===== config.mk =====
export PLATFORM = sky130hd
export DESIGN_NAME = panel_switch_filter
export DESIGN_NICKNAME = d
export VERILOG_FILES = /design/src/rtl/panel_sw_pkg.sv /design/src/rtl/sample_compare_deb.sv /design/src/rtl/zone_conditioner.sv /design/src/rtl/selector_decoder.sv /design/src/rtl/panel_switch_filter.sv
export SDC_FILE = /design/constraint.sdc
export NUM_CORES = 1
export LEC_CHECK = 0
export ABC_CLOCK_PERIOD_IN_PS = 2200
export BUFFER_PORTS_ARGS = -buffer_cell sky130_fd_sc_hd__clkbuf_2
export CAP_MARGIN = 30
export CORE_AREA = 2 2 43 85
export DETAILED_ROUTE_END_ITERATION = 12
export DIE_AREA = 0 0 45 87
export GPL_TIMING_DRIVEN = 0
export PLACE_DENSITY = 0.75
export SLEW_MARGIN = 20
export SYNTH_ARGS = -nofsm -noshare
export SYNTH_HDL_FRONTEND = slang
export SYNTH_HIERARCHICAL = 1
export SYNTH_SLANG_ARGS = --single-unit
export TNS_END_PERCENT = 1

===== constraint.sdc =====
create_clock -name clk -period 2.2 [get_ports clk]
set_input_delay 0.66 -clock clk [delete_from_list [all_inputs] [get_ports clk]]
set_output_delay 0.66 -clock clk [all_outputs]
set_load 0.01 [all_outputs]

===== src/rtl/panel_sw_pkg.sv =====
// Shared types for the panel switch filter.
// Assumes: the selector occupies at least three bits.
package panel_sw_pkg;

    typedef enum logic [1:0] {
        MODE_RUN     = 2'd0,
        MODE_DISABLE = 2'd1,
        MODE_TEST    = 2'd2,
        MODE_INVALID = 2'd3
    } mode_e;

    localparam logic [2:0] SEL_PAT_RUN     = 3'b110;
    localparam logic [2:0] SEL_PAT_DISABLE = 3'b101;
    localparam logic [2:0] SEL_PAT_TEST    = 3'b011;

endpackage


===== src/rtl/sample_compare_deb.sv =====
// Whole-word sample-compare debouncer.
// Takes a snapshot of din, counts SETTLE_TICKS tick pulses, then compares
// the live input with the snapshot. On a match the snapshot is published
// with a one-cycle valid pulse. In either case the live value becomes the
// next snapshot and the count restarts at zero.
// Assumes: tick is a one-cycle pulse and SETTLE_TICKS >= 2.
module sample_compare_deb #(
    parameter int W            = 8,
    parameter int SETTLE_TICKS = 10
) (
    input  logic         clk,
    input  logic         rst_n,
    input  logic         tick,
    input  logic [W-1:0] din,
    output logic [W-1:0] dout,
    output logic         dvalid
);

    localparam int          CW   = $clog2(SETTLE_TICKS);
    localparam logic [CW-1:0] LAST = CW'(SETTLE_TICKS - 1);

    logic          armed_q;
    logic [CW-1:0] cnt_q;
    logic [W-1:0]  snap_q;
    logic [W-1:0]  dout_q;
    logic          dvalid_q;
    logic          window_end;

    // Final tick of the current window.
    assign window_end = armed_q && tick && (cnt_q == LAST);

    // Snapshot, tick count, compare and publish.
    always_ff @(posedge clk) begin
        if (!rst_n) begin
            armed_q  <= 1'b0;
            cnt_q    <= '0;
            snap_q   <= '0;
            dout_q   <= '0;
            dvalid_q <= 1'b0;
        end else begin
            dvalid_q <= 1'b0;
            if (!armed_q) begin
                armed_q <= 1'b1;
                snap_q  <= din;
                cnt_q   <= '0;
            end else if (window_end) begin
                if (din == snap_q) begin
                    dout_q   <= snap_q;
                    dvalid_q <= 1'b1;
                end
                snap_q <= din;
                cnt_q  <= '0;
            end else if (tick) begin
                cnt_q <= cnt_q + 1'b1;
            end
        end
    end

    assign dout   = dout_q;
    assign dvalid = dvalid_q;

    // the window counter never passes its last value
    a_r8_cnt_in_range: assert property (@(posedge clk) disable iff (!rst_n)
        cnt_q <= LAST);

    // a valid pulse is a single cycle
    a_r7_valid_single: assert property (@(posedge clk) disable iff (!rst_n)
        dvalid_q |=> !dvalid_q);

    // the published word only moves with a valid pulse
    a_r7_hold_between: assert property (@(posedge clk) disable iff (!rst_n)
        !dvalid_q |-> $stable(dout_q));

    // a publication always follows a sampled tick
    a_r8_needs_tick: assert property (@(posedge clk) disable iff (!rst_n)
        dvalid_q |-> $past(tick));

endmodule


===== src/rtl/zone_conditioner.sv =====
// Input conditioning for the zone word: flips the bits in INV_MASK so that
// the contacts wired active-high read the same way as the others.
// Assumes: purely combinational, applied before any snapshot.
module zone_conditioner #(
    parameter int          W        = 8,
    parameter logic [W-1:0] INV_MASK = 8'h80
) (
    input  logic [W-1:0] raw,
    output logic [W-1:0] cond
);

    // Per-bit polarity correction.
    for (genvar b = 0; b < W; b++) begin : g_bit
        if (INV_MASK[b]) begin : g_inv
            assign cond[b] = ~raw[b];
        end else begin : g_pass
            assign cond[b] = raw[b];
        end
    end

endmodule


===== src/rtl/selector_decoder.sv =====
// Maps the top three selector bits to a mode and applies the disable
// override when run is selected but the disable contact reads low.
// Assumes: SEL_W >= 3; disable contact is bit DIS_BIT of the zone word.
module selector_decoder
    import panel_sw_pkg::*;
#(
    parameter int SEL_W   = 3,
    parameter int ZONE_W  = 8,
    parameter int DIS_BIT = 6
) (
    input  logic [SEL_W-1:0]  sel,
    input  logic [ZONE_W-1:0] zone,
    output mode_e             mode
);

    logic [2:0] top3;
    assign top3 = sel[SEL_W-1 -: 3];

    // Pattern match with disable override on run.
    always_comb begin
        unique case (top3)
            SEL_PAT_RUN:     mode = zone[DIS_BIT] ? MODE_RUN : MODE_DISABLE;
            SEL_PAT_DISABLE: mode = MODE_DISABLE;
            SEL_PAT_TEST:    mode = MODE_TEST;
            default:         mode = MODE_INVALID;
        endcase
    end

endmodule


===== src/rtl/panel_switch_filter.sv =====
// Panel switch filter top. Debounces the zone word (after polarity
// correction) and the selector, decodes the mode one cycle after each
// selector acceptance, and emits a watchdog pulse with each mode update.
// Assumes: tick_i is a one-cycle pulse from an external 50 ms timebase.
module panel_switch_filter
    import panel_sw_pkg::*;
#(
    parameter int ZONE_W       = 8,
    parameter int SEL_W        = 3,
    parameter int SETTLE_TICKS = 10,
    parameter int INV_BIT      = 7,
    parameter int DIS_BIT      = 6
) (
    input  logic              clk,
    input  logic              rst_n,
    input  logic              tick_i,
    input  logic [ZONE_W-1:0] zone_raw_i,
    input  logic [SEL_W-1:0]  sel_raw_i,
    output logic [ZONE_W-1:0] zone_o,
    output logic              zone_valid_o,
    output logic [1:0]        mode_o,
    output logic              mode_valid_o,
    output logic              wd_pulse_o
);

    localparam logic [ZONE_W-1:0] INV_MASK = ZONE_W'(1) << INV_BIT;

    logic [ZONE_W-1:0] zone_cond;
    logic [ZONE_W-1:0] zone_q;
    logic              zone_vld;
    logic [SEL_W-1:0]  sel_q;
    logic              sel_vld;
    mode_e             mode_next;
    mode_e             mode_q;
    logic              mode_vld_q;
    logic              wd_q;

    zone_conditioner #(
        .W        (ZONE_W),
        .INV_MASK (INV_MASK)
    ) u_cond (
        .raw  (zone_raw_i),
        .cond (zone_cond)
    );

    sample_compare_deb #(
        .W            (ZONE_W),
        .SETTLE_TICKS (SETTLE_TICKS)
    ) u_zone_deb (
        .clk    (clk),
        .rst_n  (rst_n),
        .tick   (tick_i),
        .din    (zone_cond),
        .dout   (zone_q),
        .dvalid (zone_vld)
    );

    sample_compare_deb #(
        .W            (SEL_W),
        .SETTLE_TICKS (SETTLE_TICKS)
    ) u_sel_deb (
        .clk    (clk),
        .rst_n  (rst_n),
        .tick   (tick_i),
        .din    (sel_raw_i),
        .dout   (sel_q),
        .dvalid (sel_vld)
    );

    selector_decoder #(
        .SEL_W   (SEL_W),
        .ZONE_W  (ZONE_W),
        .DIS_BIT (DIS_BIT)
    ) u_dec (
        .sel  (sel_q),
        .zone (zone_q),
        .mode (mode_next)
    );

    // Mode register and watchdog strobe, loaded on selector publication.
    always_ff @(posedge clk) begin
        if (!rst_n) begin
            mode_q     <= MODE_RUN;
            mode_vld_q <= 1'b0;
            wd_q       <= 1'b0;
        end else begin
            mode_vld_q <= sel_vld;
            wd_q       <= sel_vld;
            if (sel_vld) begin
                mode_q <= mode_next;
            end
        end
    end

    assign zone_o       = zone_q;
    assign zone_valid_o = zone_vld;
    assign mode_o       = mode_q;
    assign mode_valid_o = mode_vld_q;
    assign wd_pulse_o   = wd_q;

    // run is reported only if the disable contact was open
    a_r5_run_needs_open: assert property (@(posedge clk) disable iff (!rst_n)
        (mode_valid_o && mode_o == MODE_RUN) |-> $past(zone_o[DIS_BIT]));

    // watchdog pulse follows a selector publication
    a_r6_wd_after_sel: assert property (@(posedge clk) disable iff (!rst_n)
        wd_pulse_o |-> $past(sel_vld));

    // mode holds between updates
    a_r7_mode_hold: assert property (@(posedge clk) disable iff (!rst_n)
        !mode_valid_o |-> $stable(mode_o));

endmodule


==> summary.md <==
| Metric | Value |
|---|---|
| Outcome | finished clean |
| Layout cells sized above 1 | 20.6% |
| Syn_area_per_cell | 9.20 sq um |
| Global Route Usage Sum | 18.0% |
| Worst-Skew Late Latency | 0.28 ns |
| Asr flop ratio synth | 0% |
| Slew headroom | 69.3% |
| Max frequency | 575 MHz |
| Fin Setup TNS | 0 ns |
| Antenna cells | 0 |
| Worst Reg-to-Reg Cells | 5 |
| Critical path class | primary input to flip-flop |
| Clock Skews | 0.00475 ns |
| Fin area | 1940 sq um |
| Hold path depth | 2 |
| Worst Path Max Fanout | 9 |
| IO Port Bufs | 19 |
| Clk slew on worst S/H paths | 0.06 ns |
| Final worst-path setup slack | 0.460 ns |
| Largest family of logic cells by synthesized area | simple AND/OR/NAND/NOR gates |
| Overall power | 1.25 mW |
| Drt wl/cell | 12.5 um |
| Yosys top cell by area | dfxtp_1 |
| Worst Hold Launch | u_zone_deb/dout[4] |
| Element type at the critical path start | primary input |
| Worst Path Arrival | 1.89 ns |
| R2r setup slk | 0.50 ns |
| DIE AREA | 3920 sq um |
| Dominant synthesized flop cell | dfxtp_1 |
| Most frequent cells in the layout | 37 x dfxtp_1, 22 x nand2_1, 20 x clkbuf_2 |
| H-Tree Depth | 2 |
| Slew of the pin with the lowest slew margin | 0.460 ns |
| RSZ-0062 raised after global routing | no |
| Dpl cell area | 1860 sq um |
| Mux share of post-synthesis cell area | 2.91% |
| Largest net degree at the start of global routing | 11 |
| RR Endpoint | u_sel_deb/dout[1] |
| Clock tree buffer depth | 2 |
| Tcrit/Tclk final | 79.1% |
| Compound-Gate Fraction of Synth Area | 11.6% |
| Post-Route WL | 3.06 mm |
| Area grow syn2layout | 12.5% |
| Cell Area, Synth | 1720 sq um |
| Post-synthesis sequential area ratio | 43.1% |
| Rows | 30 |
| Hold Slack | 0.473 ns |
| CP startpoint | tick_i |
| Antenna Nets Post-Route | 0 |
| Area of the multi-input gates | 868 sq um |
| Root Buffer | clkbuf_8 |
| Distinct cell type count after synthesis | 33 |
| Synth Area in Adders | 2.91% |
| Pre-CTS setup slack | 0.174 ns |
| Initial Utilization | 52.1% |
| DP HPWL | 2.28 mm |
| Number of synthesized flops with an enable pin | 0 |
| DRT Pass-1 Iters | 4 |
| Core area | 3300 sq um |
| Peak supply drop | 0.425 mV |
| Leak Pwr | 0.791 nW |
| GPL Wtd Cong | 0.812 |
| Simple-Gate Fraction of Synth Area | 24.4% |
| Nets@finish | 231 |
| Worst hold path class | flip-flop to flip-flop |
| Die X-Extent | 45 um |
| Cts bufs inserted | 5 |
| Worst Hold Path EP | u_zone_deb/dout[4] |
| Min cycle time layout | 1.74 ns |
| CTS tree | yes |
| Post-CTS Setup Bufs | 0 |
| WP data required | 2.35 ns |
| Max Cap Violations | 0 |
| YS warnings | 6 |
| Iter 0 DRT Violations | 39 |
| Sequential cell area | 741 sq um |
| Via count | 1366 |
| TritonCTS Sinks | 37 |
| Final hold violations | 0 |
| Vias in the first global route | 1265 |
| FILL cells | 310 |
| Final count of pins violating max slew | 0 |
| Synth top area cells | dfxtp_1 43%, xnor2_1 5.1%, nand2_1 4.8% |
| DR vias/cell | 5.55 |
| Hold_buf cts | 0 |
| Setup violators final | 0 |
| Syn_nets | 205 |
| Xor/xnor share of the synthesized area | 8.65% |
| PD cells | 648 nW/um^2 |
| Top-area cell type share of the netlist area | 43.1% |
| Initial antenna violation count | 0 |
| Most common cell after layout, fill and taps aside | dfxtp_1 |
| Post-Syn Instances | 187 |
| Post-CTS sizing | 0 |
| Die Y-Extent | 87 um |
| IO Pins | 27 |
| Seq cells post-synth | 37 |
| Reg-to-reg startpoint | u_sel_deb/cnt_q[0] |
| DRC | 0 |
| Worst setup EP type | flip-flop |
| Global-route wire length before repair | 5.27 mm |
| Remaining Overflow, GRT | 0 |
==> synth_stat cells, types with 2 or more instances <==
cell / n
mux2i_1: 5
inv_1: 4
nor2_1: 10
clkbuf_1: 3
nand3_1: 13
buf_4: 10
xnor2_1: 10
and4_1: 2
nor2b_1: 2
a21boi_0: 4
nand4_1: 11
and2_1: 3
o31ai_1: 8
nand2_1: 22
a21oi_1: 16
ha_1: 4
xor2_1: 7
a211oi_1: 2
dfxtp_1: 37
==> through the flow <==
stage / utilization [%] / instances
2_1_floorplan: - / 187
3_3_place_gp: 56.2 / 238
3_5_place_dp: 56.2 / 238
4_1_cts: 58.6 / 246
5_1_grt: 58.6 / 246
6_report: 58.6 / 246
==> how the worst max path moves through the flow <==
stage	cells after the start	end	slack [ns]
floorplan	4	u_sel_deb/dout[1]	0.48
global placement	6	u_zone_deb/dout[5]	0.21
detailed placement	6	u_zone_deb/dout[6]	0.17
CTS	6	u_zone_deb/dout[6]	0.47
global route	6	u_zone_deb/dout[6]	0.31
finish	6	u_zone_deb/dout[6]	0.46
==> sequential cells by signal (all words and copies together), names as in the netlist <==
register	flops
u_sel_deb/armed_q	1
mode_o	2
u_zone_deb/armed_q	1
u_zone_deb/cnt_q	4
u_zone_deb/snap_q	8
u_sel_deb/cnt_q	4
u_sel_deb/snap_q	3
wd_pulse_o	1
u_zone_deb/dvalid	1
u_zone_deb/dout	8
u_sel_deb/dout	3
u_sel_deb/dvalid	1
==> power breakdown <==
group          internal (mW)  switching, mW  total, mW
sequential             0.686         0.0168      0.703
combinational         0.0460         0.0622      0.108
clock                  0.225          0.218      0.443
==> critical path, stage by stage <==
cell and delay [ns]:
clkbuf_2 0.18, buf_4 0.18, and4b_1 0.24, nand4_2 0.23, o31ai_1 0.29, a21oi_1 0.10
==> per-layer routing <==
metal  track usage, %  share of wire, %  vias up  routed length [um]
met1             20.9                44      622                1360
met2             29.1                49       34                1500
li1                 -                 -      705                   -
met4             9.63               1.9        0                  59
met3             4.56               4.6        5                 141
met5                0                 0        -                   0
==> kinds of logic (layout without fill, tap and decap cells) <==
| kind of cell | after synthesis | after routing |
|---|---|---|
| buffers and inverters | 19 | 46 |
| multiplexers | 5 | 5 |
| XOR/XNOR | 17 | 17 |
| adder cells (fa/ha/maj) | 4 | 4 |
| flip-flops | 37 | 37 |
| AO/OA/AOI/OAI | 32 | 32 |
| AND/OR/NAND/NOR | 73 | 73 |
==> layout make-up <==
| cell class | instances | share of cell area, % |
|---|---|---|
| Buffer | 15 | 4.98 |
| Clock buffer | 8 | 4.14 |
| Inverter | 4 | 0.776 |
| Multi-Input combinational cell | 131 | 44.9 |
| Sequential cell | 37 | 38.3 |
| Tap cell | 32 | 2.07 |
| Timing Repair Buffer | 19 | 4.91 |
Note: power is estimated with default switching activity, not from simulation.
